**config.mk**
```make
export PLATFORM = sky130hd
export DESIGN_NAME = audio_ctrl_i2c_slave
export DESIGN_NICKNAME = d
export VERILOG_FILES = /design/src/rtl/actl_pkg.sv /design/src/rtl/actl_bus_sampler.sv /design/src/rtl/actl_xfer_fsm.sv /design/src/rtl/actl_reg_bank.sv /design/src/rtl/audio_ctrl_i2c_slave.sv
export SDC_FILE = /design/constraint.sdc
export NUM_CORES = 1
export LEC_CHECK = 0
export BUFFER_PORTS_ARGS = -buffer_cell sky130_fd_sc_hd__buf_2
export CORE_ASPECT_RATIO = 2
export CORE_MARGIN = 5
export CORE_UTILIZATION = 38
export DETAILED_ROUTE_END_ITERATION = 8
export PLACE_DENSITY = 0.67
export SLEW_MARGIN = 20
export SYNTH_ARGS = -nofsm -noshare
export SYNTH_HDL_FRONTEND = slang
export SYNTH_SLANG_ARGS = --single-unit
export TNS_END_PERCENT = 100
```
**constraint.sdc**
```tcl
create_clock -name clk -period 4.9 [get_ports clk]
set_clock_uncertainty 0.15 [all_clocks]
set_input_delay 0.49 -clock clk [delete_from_list [all_inputs] [get_ports clk]]
set_output_delay 0.49 -clock clk [all_outputs]
set_load 0.1 [all_outputs]
```
**src/rtl/actl_pkg.sv**
```systemverilog
package actl_pkg;
    localparam int NREG    = 8;
    localparam int PTR_W   = 4;
    localparam int WA_W    = $clog2(NREG);
    localparam int BYTE_W  = 8;
    localparam int CNT_W   = $clog2(BYTE_W + 1);

    typedef enum logic [1:0] {S_IDLE, S_RX, S_ACK, S_SKIP} st_t;
    typedef enum logic [1:0] {K_ADDR, K_CTRL, K_DATA} kind_t;

    typedef struct packed {
        st_t               st;
        kind_t             kind;
        logic [CNT_W-1:0]  cnt;
        logic [BYTE_W-1:0] sh;
        logic [PTR_W-1:0]  ptr;
        logic              inc;
        logic              oe;
        logic              we;
        logic [WA_W-1:0]   wa;
        logic [BYTE_W-1:0] wd;
    } fsm_t;
endpackage

```
**src/rtl/actl_bus_sampler.sv**
```systemverilog
module actl_bus_sampler #(
    parameter int STAGES = 2
) (
    input  logic clk,
    input  logic rst_n,
    input  logic scl_i,
    input  logic sda_i,
    output logic scl_s,
    output logic sda_s,
    output logic scl_rise,
    output logic scl_fall,
    output logic start_det,
    output logic stop_det
);
    logic [STAGES-1:0] scl_q, sda_q;
    logic scl_p_q, sda_p_q;

    always_ff @(posedge clk or negedge rst_n) begin
        if (!rst_n) begin
            scl_q   <= '1;
            sda_q   <= '1;
            scl_p_q <= 1'b1;
            sda_p_q <= 1'b1;
        end else begin
            scl_q   <= {scl_q[STAGES-2:0], scl_i};
            sda_q   <= {sda_q[STAGES-2:0], sda_i};
            scl_p_q <= scl_q[STAGES-1];
            sda_p_q <= sda_q[STAGES-1];
        end
    end

    assign scl_s     = scl_q[STAGES-1];
    assign sda_s     = sda_q[STAGES-1];
    assign scl_rise  = scl_s & ~scl_p_q;
    assign scl_fall  = ~scl_s & scl_p_q;
    assign start_det = scl_s & scl_p_q & sda_p_q & ~sda_s;
    assign stop_det  = scl_s & scl_p_q & ~sda_p_q & sda_s;
endmodule

```
**src/rtl/actl_xfer_fsm.sv**
```systemverilog
module actl_xfer_fsm
    import actl_pkg::*;
#(
    parameter logic [7:0] DEV_ADDR = 8'h88
) (
    input  logic                clk,
    input  logic                rst_n,
    input  logic                sda_s,
    input  logic                scl_rise,
    input  logic                scl_fall,
    input  logic                start_det,
    input  logic                stop_det,
    output logic                sda_oe,
    output logic                wr_en,
    output logic [WA_W-1:0]     wr_addr,
    output logic [BYTE_W-1:0]   wr_data
);
    fsm_t s_d, s_q;

    always_comb begin
        s_d    = s_q;
        s_d.we = 1'b0;
        if (start_det) begin
            s_d.st   = S_RX;
            s_d.kind = K_ADDR;
            s_d.cnt  = '0;
            s_d.oe   = 1'b0;
        end else if (stop_det) begin
            s_d.st = S_IDLE;
            s_d.oe = 1'b0;
        end else begin
            unique case (s_q.st)
                S_RX: begin
                    if (scl_rise && s_q.cnt < CNT_W'(BYTE_W)) begin
                        s_d.sh  = {s_q.sh[BYTE_W-2:0], sda_s};
                        s_d.cnt = s_q.cnt + 1'b1;
                    end else if (scl_fall && s_q.cnt == CNT_W'(BYTE_W)) begin
                        s_d.st = S_ACK;
                        s_d.oe = 1'b1;
                        unique case (s_q.kind)
                            K_ADDR: begin
                                if (s_q.sh == DEV_ADDR) begin
                                    s_d.kind = K_CTRL;
                                end else begin
                                    s_d.st = S_SKIP;
                                    s_d.oe = 1'b0;
                                end
                            end
                            K_CTRL: begin
                                s_d.ptr  = s_q.sh[PTR_W-1:0];
                                s_d.inc  = s_q.sh[PTR_W];
                                s_d.kind = K_DATA;
                            end
                            default: begin
                                s_d.we  = ~s_q.ptr[PTR_W-1];
                                s_d.wa  = s_q.ptr[WA_W-1:0];
                                s_d.wd  = s_q.sh;
                                if (s_q.inc) s_d.ptr = s_q.ptr + 1'b1;
                            end
                        endcase
                    end
                end
                S_ACK: begin
                    if (scl_fall) begin
                        s_d.oe  = 1'b0;
                        s_d.cnt = '0;
                        s_d.st  = S_RX;
                    end
                end
                default: ;
            endcase
        end
    end

    always_ff @(posedge clk or negedge rst_n) begin
        if (!rst_n) begin
            s_q <= '{st: S_IDLE, kind: K_ADDR, cnt: '0, sh: '0, ptr: '0,
                     inc: 1'b0, oe: 1'b0, we: 1'b0, wa: '0, wd: '0};
        end else begin
            s_q <= s_d;
        end
    end

    assign sda_oe  = s_q.oe;
    assign wr_en   = s_q.we;
    assign wr_addr = s_q.wa;
    assign wr_data = s_q.wd;
endmodule

```
**src/rtl/actl_reg_bank.sv**
```systemverilog
module actl_reg_bank
    import actl_pkg::*;
(
    input  logic              clk,
    input  logic              rst_n,
    input  logic              wr_en,
    input  logic [WA_W-1:0]   wr_addr,
    input  logic [BYTE_W-1:0] wr_data,
    output logic [1:0]        src_sel,
    output logic [3:0]        in_gain,
    output logic [5:0]        volume,
    output logic [3:0]        bass,
    output logic [3:0]        mid,
    output logic [3:0]        treble,
    output logic [6:0]        spk_r,
    output logic [6:0]        spk_l
);
    always_ff @(posedge clk or negedge rst_n) begin
        if (!rst_n) begin
            src_sel <= 2'b10;
            in_gain <= 4'b1110;
            volume  <= 6'b111000;
            bass    <= 4'b0111;
            mid     <= 4'b1110;
            treble  <= 4'b1110;
            spk_r   <= 7'b1111000;
            spk_l   <= 7'b1111000;
        end else if (wr_en) begin
            unique case (wr_addr)
                3'd0: src_sel <= wr_data[1:0];
                3'd1: in_gain <= wr_data[3:0];
                3'd2: volume  <= wr_data[5:0];
                3'd3: bass    <= wr_data[3:0];
                3'd4: mid     <= wr_data[3:0];
                3'd5: treble  <= wr_data[3:0];
                3'd6: spk_r   <= wr_data[6:0];
                default: spk_l <= wr_data[6:0];
            endcase
        end
    end
endmodule

```
**src/rtl/audio_ctrl_i2c_slave.sv**
```systemverilog
module audio_ctrl_i2c_slave
    import actl_pkg::*;
#(
    parameter logic [7:0] DEV_ADDR    = 8'h88,
    parameter int         SYNC_STAGES = 2
) (
    input  logic       clk,
    input  logic       rst_n,
    input  logic       scl_i,
    input  logic       sda_i,
    output logic       sda_oe,
    output logic [1:0] src_sel,
    output logic [3:0] in_gain,
    output logic [5:0] volume,
    output logic [3:0] bass,
    output logic [3:0] mid,
    output logic [3:0] treble,
    output logic [6:0] spk_r,
    output logic [6:0] spk_l
);
    logic scl_sync, sda_sync, scl_rise, scl_fall, start_det, stop_det;
    logic              wr_en;
    logic [WA_W-1:0]   wr_addr;
    logic [BYTE_W-1:0] wr_data;

    actl_bus_sampler #(.STAGES(SYNC_STAGES)) u_smp (
        .clk(clk), .rst_n(rst_n), .scl_i(scl_i), .sda_i(sda_i),
        .scl_s(scl_sync), .sda_s(sda_sync), .scl_rise(scl_rise),
        .scl_fall(scl_fall), .start_det(start_det), .stop_det(stop_det)
    );

    actl_xfer_fsm #(.DEV_ADDR(DEV_ADDR)) u_fsm (
        .clk(clk), .rst_n(rst_n), .sda_s(sda_sync), .scl_rise(scl_rise),
        .scl_fall(scl_fall), .start_det(start_det), .stop_det(stop_det),
        .sda_oe(sda_oe), .wr_en(wr_en), .wr_addr(wr_addr), .wr_data(wr_data)
    );

    actl_reg_bank u_bank (
        .clk(clk), .rst_n(rst_n), .wr_en(wr_en), .wr_addr(wr_addr),
        .wr_data(wr_data), .src_sel(src_sel), .in_gain(in_gain),
        .volume(volume), .bass(bass), .mid(mid), .treble(treble),
        .spk_r(spk_r), .spk_l(spk_l)
    );
endmodule

```
==> impl_metrics.py <==
metrics = {
    "worst_setup_path": {
        "reg2reg_from": "u_fsm.s_q[32]$_DFFE_PN0P_",
        "critPathLaunch": "u_fsm.s_q[32]$_DFFE_PN0P_",
        "critPathKind": "reg2reg",
        "r2r_cells": 6,
        "arrival_ns": 2.11,
        "critPathMaxStageDelay_ns": 0.43,
        "critPathCaptureType": "register",
        "cp_slowest_cell": "nor4b_1",
        "required_ns": 4.97,
        "cp-start-kind": "register",
        "worstPathCellList": "inv_1, ha_1, nor4b_1, nor4_1, o21a_1, mux2_2",
        "cp_max_fo": 6,
    },
    "place": {
        "gp_congestion": 0.774,
        "hpwl_um": 4870,
        "portBuffers": 42,
    },
    "global_route": {
        "grt_pass1_wl_um": 11200,
        "met1_usage_pct": 13.1,
        "grt_max_degree": 44,
        "top_usage_layer": "met2",
        "grt-ovfl-total": 0,
        "antenna_found_initial": 0,
        "first_global_vias": 2216,
        "met3_usage_pct": 3.91,
        "grtUsageMet2_pct": 24.3,
        "grtUsageTotal_pct": 12.9,
    },
    "sta": {
        "rsz0062_at_grt": "no",
        "timing.hold.ws_ns": 0.0846,
        "min_period_ns": 2.04,
        "fmax_mhz": 489,
        "finalHoldViolCount": 0,
        "worstMarginPinSlew_ns": 0.776,
        "slew_headroom_pct": 48.2,
        "final-setup-viol-count": 0,
        "fin_tns_setup_ns": 0,
        "drv_slew": 0,
        "fin_crit_sh_pct": 41.7,
    },
    "detailed_routing": {
        "drc": 0,
        "viasPerCell": 5.28,
        "antenna_left": 0,
        "via_count": 2086,
        "drtIter0Drc": 86,
        "routed_wirelength_um": 6680,
        "firstDrtPassIters": 4,
        "wl_per_cell_um": 16.9,
    },
    "clock_network": {
        "clock_insertion_delay_worst_skew_ns": 0.33,
        "cts_hold_buf": 0,
        "htreeDepth": 3,
        "cts-root-buf": "clkbuf_16",
        "numClockSinks": 77,
        "cts_resized": 0,
        "post_cts_buffers": 0,
        "cts_tree": "done",
        "clock_path_buffers": 2,
        "clk_pin_slew_worst_paths_ns": 0.06,
        "cts_made_buffers": 9,
    },
    "final_layout": {
        "nets": 299,
        "layout_commonest_cell": "mux2_2",
        "fillers": 803,
        "area_delta_synth_final_pct": 18.2,
        "drive_gt1_share_pct": 54.2,
        "layout_common_cells": "mux2_2, dfrtp_1, buf_2",
        "n_antenna_cell": 0,
    },
    "synth": {
        "syn_area_sq_um": 3370,
        "yosys.area.top_type_share_pct": 34.9,
        "synth.largest_area_cell": "dfrtp_1",
        "ys_seq_area_share_pct": 58.3,
        "synth_nets": 253,
        "synthArstFlopShare_pct": 100,
        "postSynthAreaPerCell_sq_um": 13.8,
        "ys_seq_elements": 77,
        "synth-edff-count": 0,
        "synth_top_cells_by_area": "dfrtp_1, dfstp_2, mux2_2",
        "synth.distinct_cells": 49,
        "synth_cells": 244,
        "ys.warnings.count": 0,
        "synth_ff_type": "dfrtp_1",
    },
    "pwr": {
        "p_per_area_nw_per_um2": 423,
        "p_leak_nw": 1.89,
        "ir_drop_mv": 0.203,
    },
    "hold_path": {
        "min_path_type": "in2async",
    },
    "die": {
        "io_pins": 43,
        "row_count": 48,
        "core-area_sq_um": 8650,
        "dieHeight_um": 143,
        "start_util_pct": 38.9,
        "die_area_sq_um": 11000,
        "die_w_um": 76.6,
    },
    "job": {
        "drv_cap": 0,
    },
    "status": {
        "outcome": "complete, no violations",
    },
}
## flip-flops by register name, indices dropped and copies added, names as in the netlist
signal,cells
u_bank.treble,4
u_fsm.s_q,21
u_bank.mid,4
u_fsm.wr_data,7
u_fsm.wr_addr,3
u_bank.src_sel,2
u_smp.scl_q,2
u_bank.spk_r,7
u_smp.sda_q,2
u_fsm.sda_oe,1
u_smp.sda_p_q,1
u_fsm.wr_en,1
u_bank.spk_l,7
u_bank.bass,4
u_bank.volume,6
u_smp.scl_p_q,1
u_bank.in_gain,4
## critical path: cells and delay by family, from the launching register on
family / cells / cell delay (ns)
AND/OR/NAND/NOR: 2 / 0.56
flip-flops: 1 / 0.38
adder cells (fa/ha/maj): 1 / 0.30
multiplexers: 1 / 0.26
AO/OA/AOI/OAI: 1 / 0.23
buffers and inverters: 1 / 0.05
## final timing paths
path,to,slack [ns]
max,u_fsm.s_q[26]$_DFFE_PN0P_,2.86
min,u_fsm.s_q[33]$_DFFE_PN0P_,0.08
max reg2reg,u_fsm.s_q[26]$_DFFE_PN0P_,2.86
min reg2reg,u_smp.scl_q[1]$_DFF_PN1_,0.20
max in group asynchronous,u_bank.treble[1]$_DFFE_PN1P_,3.48
min in group clk,u_smp.sda_q[0]$_DFF_PN1_,0.11
## Yosys cell counts, types with 2 or more instances
| cell | instances |
|---|---|
| a211oi_2 | 3 |
| a21oi_1 | 6 |
| a22o_1 | 2 |
| a311oi_1 | 2 |
| buf_2 | 2 |
| buf_4 | 2 |
| clkbuf_1 | 4 |
| dfrtp_1 | 47 |
| dfstp_2 | 30 |
| ha_1 | 5 |
| inv_1 | 9 |
| mux2_2 | 58 |
| nand2_1 | 9 |
| nand2b_1 | 4 |
| nand3_1 | 2 |
| nand4b_1 | 4 |
| nor2_1 | 8 |
| nor3_1 | 8 |
| nor3b_2 | 2 |
| nor4b_1 | 3 |
| o21a_1 | 2 |
| o21ai_0 | 5 |
## routing by layer
layer | routed length [um] | share of wire (%)
met1 | 2450 | 37
met2 | 3850 | 58
met3 | 253 | 3.8
met4 | 132 | 2.0
met5 | 0 | 0
## where the power goes
part           total, mW  switching [mW]  internal [mW]
Sequential         0.741          0.0532          0.687
Combinational      0.267           0.144          0.123
Clock              0.677           0.264          0.413
Total               1.68           0.461           1.22
## layout make-up
| cell class | count | area [sq um] | area share, % |
|---|---|---|---|
| well taps | 100 | 125 | 3.14 |
| multi-input cells | 150 | 1330 | 33.4 |
| inverters | 9 | 33.8 | 0.849 |
| repair buffers | 43 | 218 | 5.47 |
| flip-flops and latches | 77 | 1960 | 49.4 |
| clock buffers | 10 | 239 | 6.00 |
| clock inverters | 6 | 70.1 | 1.76 |
## stage by stage
step           setup slack (ns)  std cells  util [%]  cell area (sq um)  total power [mW]
6_report                   2.86        395      46.0               3980              1.68
5_1_grt                    2.72        395      46.0               3980              1.76
4_1_cts                    2.86        395      46.0               3980              1.71
3_5_place_dp               2.87        379      42.4               3670              1.02
3_3_place_gp               2.92        379      42.4               3670              1.01
2_1_floorplan              3.02        244         -               3370             0.949
## logic make-up (layout without fill, tap and decap cells)
family / after synthesis / in the layout / share of synthesized area, %
AO/OA/AOI/OAI: 31 / 31 / 7.24
XOR/XNOR: 1 / 1 / 0.260
adder cells (fa/ha/maj): 5 / 5 / 1.86
buffers and inverters: 17 / 68 / 2.19
flip-flops: 77 / 77 / 58.3
multiplexers: 59 / 59 / 19.7
AND/OR/NAND/NOR: 54 / 54 / 10.4
Note: power is estimated with default switching activity, not from simulation.
